===== config.mk =====
export PLATFORM = sky130hd
export DESIGN_NAME = uart_irq_ident
export DESIGN_NICKNAME = d
export VERILOG_FILES = /design/src/rtl/uart_irq_pkg.sv /design/src/rtl/irq_sticky.sv /design/src/rtl/irq_rx_timer.sv /design/src/rtl/irq_modem_delta.sv /design/src/rtl/irq_prio_enc.sv /design/src/rtl/uart_irq_ident.sv
export SDC_FILE = /design/constraint.sdc
export NUM_CORES = 1
export LEC_CHECK = 0
export ABC_AREA = 1
export CORE_MARGIN = 2
export CORE_UTILIZATION = 35
export DETAILED_ROUTE_END_ITERATION = 8
export GPL_ROUTABILITY_DRIVEN = 0
export HOLD_SLACK_MARGIN = 0.15
export PLACE_DENSITY = 0.8
export SYNTH_ARGS = -nofsm -noshare
export SYNTH_HDL_FRONTEND = slang
export SYNTH_SLANG_ARGS = --single-unit

===== constraint.sdc =====
create_clock -name clk -period 2.8 [get_ports clk]
set_clock_uncertainty 0.1 [all_clocks]
set_input_delay 0.56 -clock clk [delete_from_list [all_inputs] [get_ports clk]]
set_output_delay 0.56 -clock clk [all_outputs]
set_load 0.02 [all_outputs]

===== src/rtl/uart_irq_pkg.sv =====
package uart_irq_pkg;

  typedef enum logic [2:0] {
    ID_MODEM = 3'b000,
    ID_THRE  = 3'b001,
    ID_RDA   = 3'b010,
    ID_LINE  = 3'b011,
    ID_TMO   = 3'b110
  } irq_id_e;

  localparam int EN_RDA   = 0;
  localparam int EN_THRE  = 1;
  localparam int EN_LINE  = 2;
  localparam int EN_MODEM = 3;

  // receive threshold in words; a single word when not queued
  function automatic logic [3:0] trig_words(input logic queued, input logic [1:0] sel);
    logic [3:0] w;
    if (!queued) begin
      w = 4'd1;
    end else begin
      case (sel)
        2'b00:   w = 4'd1;
        2'b01:   w = 4'd4;
        2'b10:   w = 4'd8;
        default: w = 4'd14;
      endcase
    end
    return w;
  endfunction

endpackage


===== src/rtl/irq_sticky.sv =====
module irq_sticky #(
  parameter int W = 4
) (
  input  logic         clk,
  input  logic         rst,
  input  logic [W-1:0] set,
  input  logic         clr,
  output logic [W-1:0] q
);

  always_ff @(posedge clk) begin
    if (rst) q <= '0;
    else     q <= (clr ? '0 : q) | set;
  end


  sticky_clear_chk: assert property (@(posedge clk) disable iff (rst)
    (clr && set == '0) |=> q == '0);


  sticky_set_chk: assert property (@(posedge clk) disable iff (rst)
    (set != '0) |=> ((q & $past(set)) == $past(set)));

endmodule


===== src/rtl/irq_rx_timer.sv =====
module irq_rx_timer #(
  parameter int LVLW      = 5,
  parameter int TMO_CHARS = 4
) (
  input  logic            clk,
  input  logic            rst,
  input  logic            fifo_on,
  input  logic [LVLW-1:0] rx_level,
  input  logic            rx_push,
  input  logic            rx_pop,
  input  logic            char_tick,
  output logic            tmo
);

  localparam int CW = $clog2(TMO_CHARS + 1);
  localparam logic [CW-1:0] LIMIT = CW'(TMO_CHARS);

  logic [CW-1:0] cnt_q;
  logic          restart;

  assign restart = !fifo_on || (rx_level == '0) || rx_push || rx_pop;

  always_ff @(posedge clk) begin
    if (rst)                                cnt_q <= '0;
    else if (restart)                       cnt_q <= '0;
    else if (char_tick && cnt_q != LIMIT)   cnt_q <= cnt_q + 1'b1;
  end

  assign tmo = (cnt_q == LIMIT);

  cnt_bound_chk: assert property (@(posedge clk) disable iff (rst)
    cnt_q <= LIMIT);


  tmo_pop_clear_chk: assert property (@(posedge clk) disable iff (rst)
    rx_pop |=> !tmo);

endmodule


===== src/rtl/irq_modem_delta.sv =====
module irq_modem_delta (
  input  logic       clk,
  input  logic       rst,
  input  logic       cts_in,
  input  logic       dsr_in,
  input  logic       ri_in,
  input  logic       dcd_in,
  input  logic       msr_rd,
  output logic [3:0] delta
);

  logic [3:0] pins;
  logic [3:0] prev_q;
  logic       primed_q;
  logic [3:0] chg;
  logic [3:0] delta_q;

  assign pins = {dcd_in, ri_in, dsr_in, cts_in};

  always_comb begin
    chg = '0;
    if (primed_q) begin
      chg[0] = pins[0] ^ prev_q[0];
      chg[1] = pins[1] ^ prev_q[1];
      chg[2] = pins[2] & ~prev_q[2];
      chg[3] = pins[3] ^ prev_q[3];
    end
  end

  always_ff @(posedge clk) begin
    if (rst) begin
      prev_q   <= '0;
      primed_q <= 1'b0;
      delta_q  <= '0;
    end else begin
      prev_q   <= pins;
      primed_q <= 1'b1;
      delta_q  <= (msr_rd ? 4'b0 : delta_q) | chg;
    end
  end

  assign delta = delta_q;


  ri_edge_chk: assert property (@(posedge clk) disable iff (rst)
    (primed_q && ri_in && !prev_q[2]) |=> delta_q[2]);


  ri_fall_quiet_chk: assert property (@(posedge clk) disable iff (rst)
    (primed_q && msr_rd && !ri_in && prev_q[2]) |=> !delta_q[2]);

endmodule


===== src/rtl/irq_prio_enc.sv =====
module irq_prio_enc
  import uart_irq_pkg::*;
(
  input  logic       clk,
  input  logic       rst,
  input  logic       fifo_on,
  input  logic [3:0] en,
  input  logic       line_act,
  input  logic       rda_act,
  input  logic       tmo_act,
  input  logic       thre_act,
  input  logic       modem_act,
  output logic       irq_q,
  output logic       pend_n_q,
  output logic [2:0] id_q,
  output logic [1:0] fifo_bits_q
);

  irq_id_e id_d;
  logic    any_d;

  always_comb begin
    any_d = 1'b1;
    if (en[EN_LINE] && line_act)        id_d = ID_LINE;
    else if (en[EN_RDA] && rda_act)     id_d = ID_RDA;
    else if (en[EN_RDA] && tmo_act)     id_d = ID_TMO;
    else if (en[EN_THRE] && thre_act)   id_d = ID_THRE;
    else if (en[EN_MODEM] && modem_act) id_d = ID_MODEM;
    else begin
      id_d  = ID_MODEM;
      any_d = 1'b0;
    end
  end

  always_ff @(posedge clk) begin
    if (rst) begin
      irq_q       <= 1'b0;
      pend_n_q    <= 1'b1;
      id_q        <= 3'b000;
      fifo_bits_q <= 2'b00;
    end else begin
      irq_q       <= any_d;
      pend_n_q    <= ~any_d;
      id_q        <= id_d;
      fifo_bits_q <= {2{fifo_on}};
    end
  end


  line_first_chk: assert property (@(posedge clk) disable iff (rst)
    (en[EN_LINE] && line_act) |=> (id_q == 3'b011 && irq_q));


  masked_quiet_chk: assert property (@(posedge clk) disable iff (rst)
    (en == 4'b0000) |=> (!irq_q && pend_n_q));


  fifo_bits_chk: assert property (@(posedge clk) disable iff (rst)
    fifo_on |=> fifo_bits_q == 2'b11);

endmodule


===== src/rtl/uart_irq_ident.sv =====
module uart_irq_ident
  import uart_irq_pkg::*;
#(
  parameter int FIFO_DEPTH = 16,
  parameter int TMO_CHARS  = 4,
  parameter int LVLW       = $clog2(FIFO_DEPTH + 1)
) (
  input  logic            clk,
  input  logic            rst,
  input  logic            fifo_en,
  input  logic [1:0]      trig_sel,
  input  logic [3:0]      ier_en,
  input  logic [LVLW-1:0] rx_level,
  input  logic            rx_push,
  input  logic            rx_pop,
  input  logic            char_tick,
  input  logic [3:0]      line_err,
  input  logic            lsr_rd,
  input  logic            thre_evt,
  input  logic            thr_wr,
  input  logic            iir_rd,
  input  logic            cts_in,
  input  logic            dsr_in,
  input  logic            dcd_in,
  input  logic            ri_in,
  input  logic            msr_rd,
  output logic            irq,
  output logic            iir_pend_n,
  output logic [2:0]      iir_id,
  output logic [1:0]      iir_fifo_bits,
  output logic [3:0]      lsr_err,
  output logic [3:0]      msr_delta
);

  logic [3:0]      err_q;
  logic [0:0]      thre_q;
  logic            thre_clr;
  logic            tmo;
  logic            rda_q;
  logic [LVLW-1:0] trig_lvl;
  logic [3:0]      delta;
  logic [2:0]      id_w;

  assign trig_lvl = LVLW'(trig_words(fifo_en, trig_sel));

  always_ff @(posedge clk) begin
    if (rst) rda_q <= 1'b0;
    else     rda_q <= (rx_level >= trig_lvl);
  end

  irq_sticky #(.W(4)) u_err (
    .clk (clk),
    .rst (rst),
    .set (line_err),
    .clr (lsr_rd),
    .q   (err_q)
  );

  assign thre_clr = thr_wr || (iir_rd && id_w == ID_THRE);

  irq_sticky #(.W(1)) u_thre (
    .clk (clk),
    .rst (rst),
    .set (thre_evt),
    .clr (thre_clr),
    .q   (thre_q)
  );

  irq_rx_timer #(.LVLW(LVLW), .TMO_CHARS(TMO_CHARS)) u_tmr (
    .clk       (clk),
    .rst       (rst),
    .fifo_on   (fifo_en),
    .rx_level  (rx_level),
    .rx_push   (rx_push),
    .rx_pop    (rx_pop),
    .char_tick (char_tick),
    .tmo       (tmo)
  );

  irq_modem_delta u_mdm (
    .clk    (clk),
    .rst    (rst),
    .cts_in (cts_in),
    .dsr_in (dsr_in),
    .ri_in  (ri_in),
    .dcd_in (dcd_in),
    .msr_rd (msr_rd),
    .delta  (delta)
  );

  irq_prio_enc u_enc (
    .clk         (clk),
    .rst         (rst),
    .fifo_on     (fifo_en),
    .en          (ier_en),
    .line_act    (|err_q),
    .rda_act     (rda_q),
    .tmo_act     (tmo),
    .thre_act    (thre_q[0]),
    .modem_act   (|delta),
    .irq_q       (irq),
    .pend_n_q    (iir_pend_n),
    .id_q        (id_w),
    .fifo_bits_q (iir_fifo_bits)
  );

  assign iir_id    = id_w;
  assign lsr_err   = err_q;
  assign msr_delta = delta;


  thre_keep_chk: assert property (@(posedge clk) disable iff (rst)
    (thre_q[0] && iir_rd && id_w != 3'b001 && !thr_wr) |=> thre_q[0]);


  thre_wr_clear_chk: assert property (@(posedge clk) disable iff (rst)
    (thr_wr && !thre_evt) |=> !thre_q[0]);

endmodule


==> metrics list, run 1 <==
* Run status: completed
- STA puts the critical path data arrival time at 1.31 ns.
- Die W: 59.45 um
- In this run the post-CTS setup repair buffer count came out at 0.
- Final count of hold timing violations: 0
- For the pin with the worst max-slew slack, the measured transition is 0.4463 ns.
- Fraction of power consumed by sequential logic: 0.480
- For this run, the post-layout net count is 223.
* Inst Count DP: 215
- After global routing the overflow that remains totals 0.
- The cell family contributing the most delay on the critical path is buffers and inverters.
* Quantity of hold-fixing buffers added after cts: 0
- Power Internal: just under 0.0006 W
- Total Die Area: 3534 sq um
- The HPWL after detailed placement is 1.652 mm.
- Setup repair after global routing left no endpoint under its margin.
* Areal power density over the cells: 485.0 nW/um^2
* Combinational Power Share: 0.201
* Leakage power figure: 0.7048 nW
- The tightest min-delay check is of the flop to flop type.
- TritonCTS built the clock tree.
* Detailed-routing iteration count for the pre-antenna-repair pass: 4
* Largest stage delay on the critical path: 0.62 ns
* Highest attainable clock frequency: between 500 and 600 MHz
* Crit path max fanout: 3
- The finished layout holds 219 standard cells, fillers aside.
* Initial antenna violation count: 0
- Number of global-route vias before repair: 837
- Maximum clock path buffer count: 2
* Remaining antenna violation count: 0
* Cell-by-cell listing of the critical path: clkdlybuf4s50_1
- The repair_antennas step left the layout with diodes totalling 0.
- The worst setup path is captured at an output port.
- Mapped Nets: 176
- MaxCap Viol Count: 0
- Number of core rows: 20
* Clk pwr share: 0.319
- For this design, the slowest cell found on the critical path is sky130_fd_sc_hd__clkdlybuf4s50_1.
* Crit. path cell count: 1
- Net Sw Power: 0.0001824 W
- The number of gates resized after CTS was 0.
- At the worst endpoint, the required time is 2.14 ns.
* Number of buffers added on ports: 44
- Fin crit period: between 1.5 and 2 ns
* Commonest non-fill, non-tap cells in the layout: sky130_fd_sc_hd__clkdlybuf4s50_1 (44), sky130_fd_sc_hd__nand2_1 (28), sky130_fd_sc_hd__nor2_1 (24), sky130_fd_sc_hd__dfxtp_1 (24), sky130_fd_sc_hd__inv_1 (14)
* Fraction of final layout cells with drive strength greater than 1: 0.1022
- The detailed router placed roughly 970 vias in this run.
- Clock-pin slew was measured on the worst setup and hold paths at about 0.13 ns.
- Pin count of the biggest net entering global routing: 15
- The number of cells on the worst reg-to-reg path is 8.
- Via density per instance: 4.443
* Worst Path Buf+Inv: 1
* Final number of max-transition violations: 0
- In this run the clock root is driven by a sky130_fd_sc_hd__clkbuf_4.
- I/O pins: 45
- In the global route stage, overall resource usage came out at 0.1229.
- Die span in y: 59.45 um
- After synthesis, the netlist uses 23 different library cells.
- The final layout contains routed wiring with a total length of 1.984 mm.
- Final period util: 0.7034
- Power consumption: between 0.0007 and 0.0008 W
- The worst setup path is launched from a flop.
* Proportion of total power due to net switching: 0.2359
- Count of warnings emitted by yosys: 0
- Sequential-to-total area share from yosys stat: 0.4465
- The core region is 2978 sq um.
- In this run the tightest slew margin relative to its limit is 0.7015.
* Worst setup path class: flop to output port
* Number of violations reported at the end of detailed-routing iteration 0: 23
- # clock sinks: 24
* Maximum level of the CTS H-tree: 1
* Hold slack final: 0.3855 ns
* Number of endpoints failing setup at the final stage: 0
- Along the worst hold path, the cell count comes to 2.
* Global-route wire length before repair: 3.284 mm
* Worst supply voltage drop on vdd: approximately 240 uV
- Avg Inst Size Synth: 7.686 sq um
* Residual DRC: 0
- The number of clock buffers added by TritonCTS is 3.
- Syn Std Cell Area: 1076 sq um
- Clk Latency, worst-skew pair: 0.32 ns
- For this configuration, the core starts out at a cell density of 0.3613.
- Setup total negative slack: 0 ns
- Number of instances in the synthesized netlist: 140
* Routed wire per std cell: 9.059 um
* Synth-to-Final Area Change: 48.14%
- Synth Register Bits: 24
* Commonest non-fill, non-tap cell in the layout: sky130_fd_sc_hd__clkdlybuf4s50_1
==> cell type report <==
| class | count | area, sq um |
|---|---|---|
| multi-input combinational | 94 | 500.5 |
| inverter | 19 | 71.32 |
| clock buffer | 3 | 22.52 |
| fill | 293 | 1384 |
| timing repair buffer | 45 | 447.9 |
| clock inverter | 1 | 30.03 |
| tap | 33 | 41.29 |
| sequential | 24 | 480.5 |
==> Yosys cell counts <==
master / count / area (sq um)
sky130_fd_sc_hd__nand2_1: 28 / 105.1
sky130_fd_sc_hd__o21ai_1: 1 / 5.000
sky130_fd_sc_hd__a21oi_2: 2 / 17.52
sky130_fd_sc_hd__inv_2: 5 / 18.77
sky130_fd_sc_hd__nand3_4: 1 / 17.52
sky130_fd_sc_hd__a21o_2: 1 / 8.760
sky130_fd_sc_hd__buf_6: 1 / 11.26
sky130_fd_sc_hd__xor2_1: 3 / 26.28
sky130_fd_sc_hd__dfxtp_1: 24 / 480.5
sky130_fd_sc_hd__nand3b_1: 1 / 7.510
sky130_fd_sc_hd__nor2_1: 24 / 90.09
sky130_fd_sc_hd__o21ai_0: 1 / 5.000
sky130_fd_sc_hd__inv_1: 14 / 52.55
sky130_fd_sc_hd__nand2_2: 3 / 18.77
sky130_fd_sc_hd__buf_4: 1 / 7.510
sky130_fd_sc_hd__nand3_1: 8 / 40.04
sky130_fd_sc_hd__nor3_1: 1 / 5.000
sky130_fd_sc_hd__nor2_2: 1 / 6.260
sky130_fd_sc_hd__nor2_4: 1 / 11.26
sky130_fd_sc_hd__nand4_1: 1 / 6.260
sky130_fd_sc_hd__a21oi_1: 11 / 55.05
sky130_fd_sc_hd__buf_2: 1 / 5.000
sky130_fd_sc_hd__ha_1: 6 / 75.07
==> path summary, 6_finish.rpt <==
kind	from	to	slack [ns]
worst max-delay path	u_err.q[0]	lsr_err[0]	0.83
worst min-delay path	u_mdm.delta[0]	u_mdm.delta[0]	0.39
worst max register to register	u_tmr.cnt_q[0]	u_enc.irq_q	1.54
worst min register to register	u_mdm.delta[0]	u_mdm.delta[0]	0.39
==> layer usage <==
layer  global-route usage  wire (um)
met3              0.01528        124
met2               0.2104        957
met5                    0          0
met4              0.07792         60
met1               0.1432        841
==> kinds of logic (layout without fill, tap and decap cells) <==
kind of cell	after synthesis	in the layout	share of synthesized area
flops	24	24	0.4465
fa+ha+maj	6	6	0.06977
xor+xnor	3	3	0.02442
compound gates	16	16	0.08488
simple gates	69	69	0.2861
buf+inv	22	68	0.08837
==> power by group through the flow <==
stage | logic [W] | clock network [W] | registers (W)
floorplan | 0.0000587 | 0 | 0.000395
global placement | 0.000154 | 0 | 0.000379
detailed placement | 0.000156 | 0 | 0.000379
CTS | 0.000157 | 0.000254 | 0.000372
global route | 0.000172 | 0.000263 | 0.000374
finish | 0.000155 | 0.000246 | 0.000371
==> registers in the layout, summed over array words and instances (netlist names) <==
name,count
u_mdm.prev_q,4
u_mdm.delta,4
u_enc.pend_n_q,1
u_enc.id_q,3
u_enc.fifo_bits_q,1
u_err.q,4
u_thre.q,1
u_enc.irq_q,1
rda_q,1
u_tmr.cnt_q,3
u_mdm.primed_q,1
==> stage by stage <==
stage	utilization	setup slack [ns]	cell area [sq um]
global placement	0.5176	0.7255	1541
finish	0.5353	0.8304	1594
detailed placement	0.5176	0.6684	1541
CTS	0.5353	0.8154	1594
floorplan	-	1.354	1076
global route	0.5353	0.7602	1594
Power figures use the tool's default switching activity.
==> run 2: changes to the inputs <==
--- a/config.mk
+++ b/config.mk
@@ -11,7 +11,7 @@
 export DETAILED_ROUTE_END_ITERATION = 8
 export GPL_ROUTABILITY_DRIVEN = 0
 export HOLD_SLACK_MARGIN = 0.15
-export PLACE_DENSITY = 0.8
+export PLACE_DENSITY = 0.82
 export SYNTH_ARGS = -nofsm -noshare
 export SYNTH_HDL_FRONTEND = slang
 export SYNTH_SLANG_ARGS = --single-unit
==> constraint.sdc (replaced) <==
create_clock -name clk -period 1.67 [get_ports clk]
set_clock_uncertainty 0.1 [all_clocks]
set_input_delay 0.334 -clock clk [delete_from_list [all_inputs] [get_ports clk]]
set_output_delay 0.334 -clock clk [all_outputs]
set_load 0.02 [all_outputs]
==> run 2 against run 1 <==
Against the previous run:
- wire length up 3.4%
- largest power group unchanged
- combinational power is 60% higher
- count of clock-buffer cells in the layout did not move
- clock power rose by 67%
- power grew 66%
- sequential cell count is the same
- sequential share of layout area about the same
- register-to-register slack lost 1.2 ns
- utilization hardly changed
- setup slack got worse by 0.67 ns
==> metrics list, run 2 (same netlist as run 1, synthesis figures left out) <==
- Number of core rows: 20 (unchanged)
- The half-perimeter wire length after detailed placement came to 1.680 mm (+1.7%).
- The setup path with the least slack is of type input port to flop.
- Setup repair after global routing left no endpoint under its margin.
- The clock tree buffer depth came to 2 (unchanged).
* Hold Crit Class: flop to flop
- The critical path goes through clkdlybuf4s50_1 -> nand3_1 -> ha_1 -> nand2_1 -> inv_1 -> nand3_1 -> nand3_1 -> nor2_1 -> nor2_1.
* Kind of end point of the critical path: flop
- The top fanout value on the critical path came to 5 (+2).
- The clock latency reported for the late side of the worst-skew pair is 0.31 ns (about the same).
- The worst register-to-register path begins at u_tmr.cnt_q[0].
- The number of failing hold endpoints at the final stage was 0 (unchanged).
- Worst path slowest cell: sky130_fd_sc_hd__clkdlybuf4s50_1
- The initial antenna violation count came to 0 (unchanged).
- Final instance area: 1595 sq um (about the same)
- The design internal power was 0.0009780 W (+66%).
- Areal power density over the cells: 803.8 nW/um^2 (+66%)
* Global-route wire length before repair: 3.284 mm (unchanged)
- The summed negative setup slack over all endpoints came to 0 ns (unchanged).
* Commonest non-fill, non-tap cell in the layout: sky130_fd_sc_hd__clkdlybuf4s50_1
- TritonCTS clock tree: done
- Worst Path Buf+Inv: 2 (+1)
- Number of buffers added on ports: 44 (unchanged)
- Count of inserted antenna diode cells: 0 (unchanged)
* Total global-route track usage: 0.1205 (-0.002423)
- The residual DRC count was 0 (unchanged).
- The worst path needs 1.512 ns of the cycle, external delays included.
- Leakage power figure: 0.7613 nW (+8.0%)
* Post-CTS Setup Bufs: 0 (unchanged)
* Highest attainable clock frequency: 661.3 MHz
- Number of cells on the worst hold path: 2 (unchanged)
* Synth-to-Final Area Change: 48.26% (about the same)
* Area of the core: 2978 sq um (unchanged)
- Total Die Area: 3534 sq um (unchanged)
- Overall via count from detail_route: 966 (-0.72%)
* Run status: completed
- Via density per instance: 4.391 (-1.2%)
- The starting DRC count in detailed routing came to 11 (-52%).
* Register-to-Register Path Depth: 8 (unchanged)
* Initial Utilization: 0.3613 (unchanged)
- Number of nets in the layout: 224 (+0.45%)
* Worst supply voltage drop on vdd: 305.5 uV (+27%)
- I/O pins: 45 (unchanged)
- The clock transition at the registers of the reported paths was 0.14 ns (about the same).
- The required arrival time at the worst endpoint was 1.80 ns (-0.34 ns).
- Placement Cell Area: 1562 sq um (+1.3%)
- The switching part of the total came to 0.2373 (+0.001410).
* Routed wire per std cell: 9.323 um (+2.9%)
- The number of CTS-inserted buffers is 3 (unchanged).
- Largest stage delay on the critical path: 0.54 ns (-0.08 ns)
- Global route total overflow: 0 (unchanged)
* Die span in y: 59.45 um (unchanged)
* Routed Wire Length: 2.051 mm (+3.4%)
* Remaining antenna violation count: 0 (unchanged)
* Combinational Power Share: 0.194 (-0.007)
- Maximum level of the CTS H-tree: 1 (unchanged)
- Die W: 59.45 um (unchanged)
- The number of slew-limit violations in the final report was 0 (unchanged).
- Largest delay share family, worst path: buffers and inverters
- The share of total power in the clock network was 0.321 (+0.002).
- Pin count of the biggest net entering global routing: 20 (+5)
* Launching element type of the critical path: input port
* Fraction of power consumed by sequential logic: 0.486 (+0.006)
* Commonest non-fill, non-tap cells in the layout: sky130_fd_sc_hd__clkdlybuf4s50_1 (29), sky130_fd_sc_hd__nand2_1 (28), sky130_fd_sc_hd__nor2_1 (24), sky130_fd_sc_hd__dfxtp_1 (24), sky130_fd_sc_hd__dlygate4sd2_1 (15)
- The share of final-layout standard cells stronger than drive strength 1 came to 0.1070 (+0.004801).
- Transition time at the pin with the least slew margin: 0.2051 ns (-0.2412 ns)
- Quantity of hold-fixing buffers added after cts: 0 (unchanged)
- Final period util: 0.9055
- The worst endpoint data arrival time was 1.64 ns (+0.33 ns).
* Rel. slew slack: 0.8618 (+0.1603)
- In this run the clock root is driven by a sky130_fd_sc_hd__clkbuf_4.
- Endpoint with the worst hold slack: u_mdm.delta[1]
- The clock sink total was 24 (unchanged).
- Hold Crit Start: u_mdm.delta[1]
- Crit Reg-Reg Endpoint: u_enc.irq_q
- The via count of the first global-routing pass was 877 (+4.8%).
* MaxCap Viol Count: 0 (unchanged)
- Net Sw Power: 0.0003042 W (+67%)
- The number of iterations in the first detailed-routing pass is 2 (-2).
* Number of endpoints failing setup at the final stage: 0 (unchanged)
- Setup slack of the most critical reg-to-reg path: 0.39 ns (-1.15 ns)
- Cell mode on critical path: sky130_fd_sc_hd__nand3_1
[run 2: per-stage QoR]
| stage | utilization | setup slack (ns) | hold WS, ns | std cells | power [W] |
|---|---|---|---|---|---|
| floorplan | - | 0.4496 | 0.3410 | 140 | 0.0007616 |
| global placement | 0.5244 | -0.1341 | 0.3675 | 216 | 0.0008986 |
| detailed placement | 0.5244 | -0.2021 | 0.3718 | 216 | 0.0009040 |
| CTS | 0.5357 | 0.1523 | 0.3876 | 220 | 0.001296 |
| global route | 0.5357 | 0.08364 | 0.4135 | 220 | 0.001347 |
| finish | 0.5357 | 0.1579 | 0.3836 | 220 | 0.001282 |
[run 2: how the worst max path moves through the flow]
stage | endpoint | from | slack (ns) | depth (start not counted)
2_1_floorplan | rda_q | trig_sel[0] | 0.45 | 8
3_3_place_gp | rda_q | fifo_en | -0.13 | 9
3_5_place_dp | rda_q | fifo_en | -0.20 | 9
4_1_cts | rda_q | fifo_en | 0.15 | 9
5_1_grt | rda_q | fifo_en | 0.08 | 9
6_report | rda_q | fifo_en | 0.16 | 9
[run 2: timing repair]
| item | 4_1_cts | 5_1_grt |
|---|---|---|
| resized for setup | 15 | 0 |
| setup endpoints to repair | 15 | 0 |
| hold endpoints to repair | 0 | 0 |
[run 2: layer usage]
metal / up-vias / GRT usage / wire length, um / part of all wire
met5: - / 0 / 0 / 0
met4: 0 / 0.06818 / 24 / 0.012
met3: 4 / 0.01747 / 126 / 0.061
met2: 29 / 0.2229 / 1022 / 0.50
met1: 403 / 0.1280 / 879 / 0.43
li1: 530 / - / - / -
[run 2: power groups by stage]
stage	sequential [W]	combinational (W)	clock (W)
floorplan	0.000663	0.0000985	0
finish	0.000623	0.000248	0.000411
global placement	0.000636	0.000262	0
CTS	0.000623	0.000252	0.000421
global route	0.000628	0.000274	0.000445
detailed placement	0.000637	0.000267	0
[run 2: worst register-to-register path: stages, from the launching register on]
cell	delay, ns
sky130_fd_sc_hd__dfxtp_1	0.38
sky130_fd_sc_hd__inv_1	0.07
sky130_fd_sc_hd__ha_1	0.21
sky130_fd_sc_hd__nand3_1	0.10
sky130_fd_sc_hd__nand2_1	0.07
sky130_fd_sc_hd__inv_2	0.07
sky130_fd_sc_hd__nand2_2	0.05
sky130_fd_sc_hd__nor2_1	0.12
sky130_fd_sc_hd__nor2_2	0.04
[run 2: cell type report]
cell class / instances / area (sq um)
inverters: 19 / 71.32
multi-input cells: 94 / 500.5
clock buffers: 3 / 22.52
well taps: 33 / 41.29
repair buffers: 46 / 449.2
clock inverters: 1 / 30.03
fillers: 302 / 1383
flip-flops and latches: 24 / 480.5
==> run 3: changes to the inputs <==
--- a/config.mk
+++ b/config.mk
@@ -5,13 +5,11 @@
 export SDC_FILE = /design/constraint.sdc
 export NUM_CORES = 1
 export LEC_CHECK = 0
-export ABC_AREA = 1
-export CORE_MARGIN = 2
 export CORE_UTILIZATION = 35
 export DETAILED_ROUTE_END_ITERATION = 8
 export GPL_ROUTABILITY_DRIVEN = 0
 export HOLD_SLACK_MARGIN = 0.15
-export PLACE_DENSITY = 0.82
+export PLACE_DENSITY = 0.84
 export SYNTH_ARGS = -nofsm -noshare
 export SYNTH_HDL_FRONTEND = slang
 export SYNTH_SLANG_ARGS = --single-unit
==> run 3 against run 2 <==
Against the previous run:
- sequential share of layout area rose by 1.5 points
- register-to-register slack got worse by 0.09 ns
- count of clock-buffer cells in the layout is the same
- combinational power hardly changed
- clock power is 42% lower
- sequential cell count is the same
- die area shrank 14%
- setup slack lost 0.12 ns
- largest power group unchanged
==> metrics list, run 3 <==
- The number of flops mapped to enable cells by yosys was 0 (unchanged).
- Transition time at the pin with the least slew margin: 0.4980 ns (+0.2929 ns)
* Ys async rst share: 0 (unchanged)
* Global route total overflow: 0 (unchanged)
* Remaining antenna violation count: 0 (unchanged)
* Number of cells on the worst hold path: 3 (+1)
- Register-to-Register Path Depth: 6 (-2)
- The clock latency reported for the late side of the worst-skew pair was 0.30 ns (about the same).
* Final Non-Filler Cells: 183 (-17%)
- Largest stage delay on the critical path: 0.36 ns (-0.18 ns)
- Post-Route Utilization: 0.5916 (+0.05590)
- Hold Crit Class: input port to flop
- Inst Count DP: 180 (-17%)
* Multi-input logic area: 505.5 sq um (+1.0%)
* Largest delay share family, worst path: compound AO/OA/AOI/OAI gates
* Pin count of the biggest net entering global routing: 13 (-35%)
* Area of the core: 2567 sq um (-14%)
- The required arrival time at the worst endpoint came to 1.77 ns (-0.03 ns).
- Residual DRC: 0 (unchanged)
* Avg Inst Size Synth: 9.450 sq um (+23%)
- The total die area was 3052 sq um (-14%).
- The share of final-layout standard cells stronger than drive strength 1 came to 0.09150 (-0.01545).
- The flow ran to the end, and the final reports show no timing, DRC or antenna violations.
* Fillers: 239 (-21%)
- Hold slack final: 0.3706 ns (-0.01296 ns)
- TritonCTS built the clock tree.
* Global-route wire length before repair: 3.967 mm (+21%)
* Initial Utilization: 0.3865 (+0.02511)
- The net count after synthesis was 141 (-20%).
- The boundary pin count is 45 (unchanged).
* Synth top cells by count: sky130_fd_sc_hd__dfxtp_1 (24), sky130_fd_sc_hd__nor2_1 (13), sky130_fd_sc_hd__a21oi_1 (9)
- Launching element type of the critical path: input port
- Share of the synthesized area in the top cell type: 0.4842 (+0.03773)
* Sequential Area: 480.5 sq um (unchanged)
- Summed over all instances, the cell type with the most area after synthesis is sky130_fd_sc_hd__dfxtp_1.
- Number of endpoints failing setup at the final stage: 0 (unchanged)
* Count of inserted antenna diode cells: 0 (unchanged)
- Worst path slowest cell: sky130_fd_sc_hd__a2111oi_4
- The overall die width was 55.25 um (-7.1%).
- Areal power density over the cells: 730.2 nW/um^2 (-9.2%)
- HPWL reported at the end of detailed placement: 1.931 mm (+15%)
* Crit path max fanout: 3 (-2)
* Die span in y: 55.25 um (-7.1%)
- Count of warnings emitted by yosys: 0 (unchanged)
* # clock sinks: 24 (unchanged)
- The initial antenna violation count was 0 (unchanged).
- Final count of hold timing violations: 0 (unchanged)
* Crit. path cell count: 7 (-2)
- Routed Wire Length: 2.319 mm (+13%)
* Final period util: 0.9745 (+0.06906)
- Register clock-pin slew on the reported worst setup and hold paths: 0.12 ns (-0.02 ns)
- Yosys cell types: 28 (+22%)
* Overall via count from detail_route: 926 (-4.1%)
* Number of nets in the layout: 191 (-15%)
- Sequential-to-total area share from yosys stat: 0.4842 (+0.03773)
* Worst setup path start: trig_sel[1]
- The leakage power summed over all cells is 0.6774 nW (-11%).
* Worst endpoint data arrival time: 1.73 ns (+0.09 ns)
- The number of slew-limit violations in the final report is 0 (unchanged).
- The overall fraction of global-route tracks in use came to 0.1610 (+0.04050).
- Worst supply voltage drop on vdd: 462.0 uV (+51%)
* Count leader, synth: sky130_fd_sc_hd__dfxtp_1
* Maximum clock path buffer count: 2 (unchanged)
* Power consumption: 0.001109 W (-14%)
- Total clock buffers created by CTS: 3 (unchanged)
- The row count is 18 (-10%).
- Synth Register Bits: 24 (unchanged)
* Highest attainable clock frequency: 614.5 MHz (-7.1%)
- Number of violations reported at the end of detailed-routing iteration 0: 8 (-3)
- The number of max-cap violations came to 0 (unchanged).
* Commonest non-fill, non-tap cell in the layout: sky130_fd_sc_hd__clkdlybuf4s50_1
- The critical path is of the input port to flop type.
- Root buf cell: sky130_fd_sc_hd__clkbuf_4
- Maximum level of the CTS H-tree: 1 (unchanged)
- Leaving out fill and tap cells, the most frequent cells in the layout are sky130_fd_sc_hd__clkdlybuf4s50_1 (25), sky130_fd_sc_hd__dfxtp_1 (24), sky130_fd_sc_hd__dlygate4sd2_1 (18).
- Syn Std Cell Area: 992.2 sq um (-7.8%)
- The summed negative setup slack over all endpoints is 0 ns (unchanged).
* Worst Path Buf+Inv: 1 (-1)
- The via count of the first global-routing pass came to 945 (+7.8%).
- Number of buffers added on ports: 44 (unchanged)
- The synthesized instance count was 105 (-25%).
- Detailed-routing iteration count for the pre-antenna-repair pass: 4 (+2)
- The startpoint identified for the worst register-to-register timing path is u_tmr.cnt_q[0].
* Rel. slew slack: 0.6636 (-0.1982)
- Top area cells in the synthesized netlist: sky130_fd_sc_hd__dfxtp_1 (48%), sky130_fd_sc_hd__ha_1 (7.6%), sky130_fd_sc_hd__nor2_1 (4.9%), sky130_fd_sc_hd__a21oi_1 (4.5%), sky130_fd_sc_hd__nor2b_1 (4.4%)
- From synthesis to final layout, the design area changed by 53.09%.
- Top FF cell, synth: sky130_fd_sc_hd__dfxtp_1
- The routed via count divided by cell count came to 5.060 (+15%).
- Fin crit period: 1.627 ns (+0.1153 ns)
- Kind of end point of the critical path: flop
- Hold Crit Start: fifo_en
- Cell-by-cell listing of the critical path: dlygate4sd2_1 -> o21ai_1 -> ha_1 -> nand2b_4 -> a21o_1 -> a2111oi_4 -> nor3_2
- The average wire length per cell after detail routing came to 12.67 um (+36%).
run 3: what timing repair did:
| item | CTS | global route |
|---|---|---|
| resized for setup | 19 | 4 |
| setup buffers | 0 | 0 |
| hold buffers | 0 | 0 |
| pin swaps | 3 | 4 |
| setup endpoints to repair | 16 | 1 |
run 3: area by class of cell:
class | count | area share
multi-input cells | 72 | 0.3328
repair buffers | 48 | 0.2965
clock buffers | 3 | 0.01483
inverters | 6 | 0.01483
well taps | 30 | 0.02471
flip-flops and latches | 24 | 0.3163
run 3: worst reg2reg max path, cell delays in order, from the launching register on:
cell and delay, ns:
sky130_fd_sc_hd__dfxtp_1 0.36, sky130_fd_sc_hd__inv_1 0.07, sky130_fd_sc_hd__ha_1 0.21, sky130_fd_sc_hd__a21o_1 0.17, sky130_fd_sc_hd__nand2_1 0.08, sky130_fd_sc_hd__nor2b_2 0.18
sky130_fd_sc_hd__a31oi_1 0.09
run 3: final timing paths:
check	to	slack (ns)
max	rda_q	0.04
min	u_enc.fifo_bits_q[0]	0.37
max reg2reg	u_enc.irq_q	0.30
min reg2reg	u_tmr.cnt_q[1]	0.41
run 3: cell families after synthesis:
logic type | synth area share
xor gates and xnor gates | 0.04413
adders and majority gates | 0.07566
and+or+nand+nor | 0.2232
buffers and inverters | 0.03784
DFF | 0.4842
AOI/OAI and AO/OA | 0.1349
run 3: power by group:
part	internal [W]	total (W)	switching (W)
registers	0.000606	0.000625	0.0000188
clock network	0.0000840	0.000240	0.000156
logic	0.000135	0.000245	0.000110
run 3: layer usage:
metal	share of wire	global-route usage	routed length, um	vias to the layer above
met5	0	0	0	-
met4	0.012	0.06071	28	0
met3	0.056	0.04450	131	4
met2	0.51	0.2840	1187	32
met1	0.42	0.1836	972	432
li1	-	-	-	458
run 3: stage by stage:
step	cell area [sq um]	setup WS, ns
floorplan	998.5	0.01511
global placement	1491	-0.4831
detailed placement	1491	-0.5426
CTS	1491	-0.04872
global route	1519	-0.009473
finish	1519	0.04255
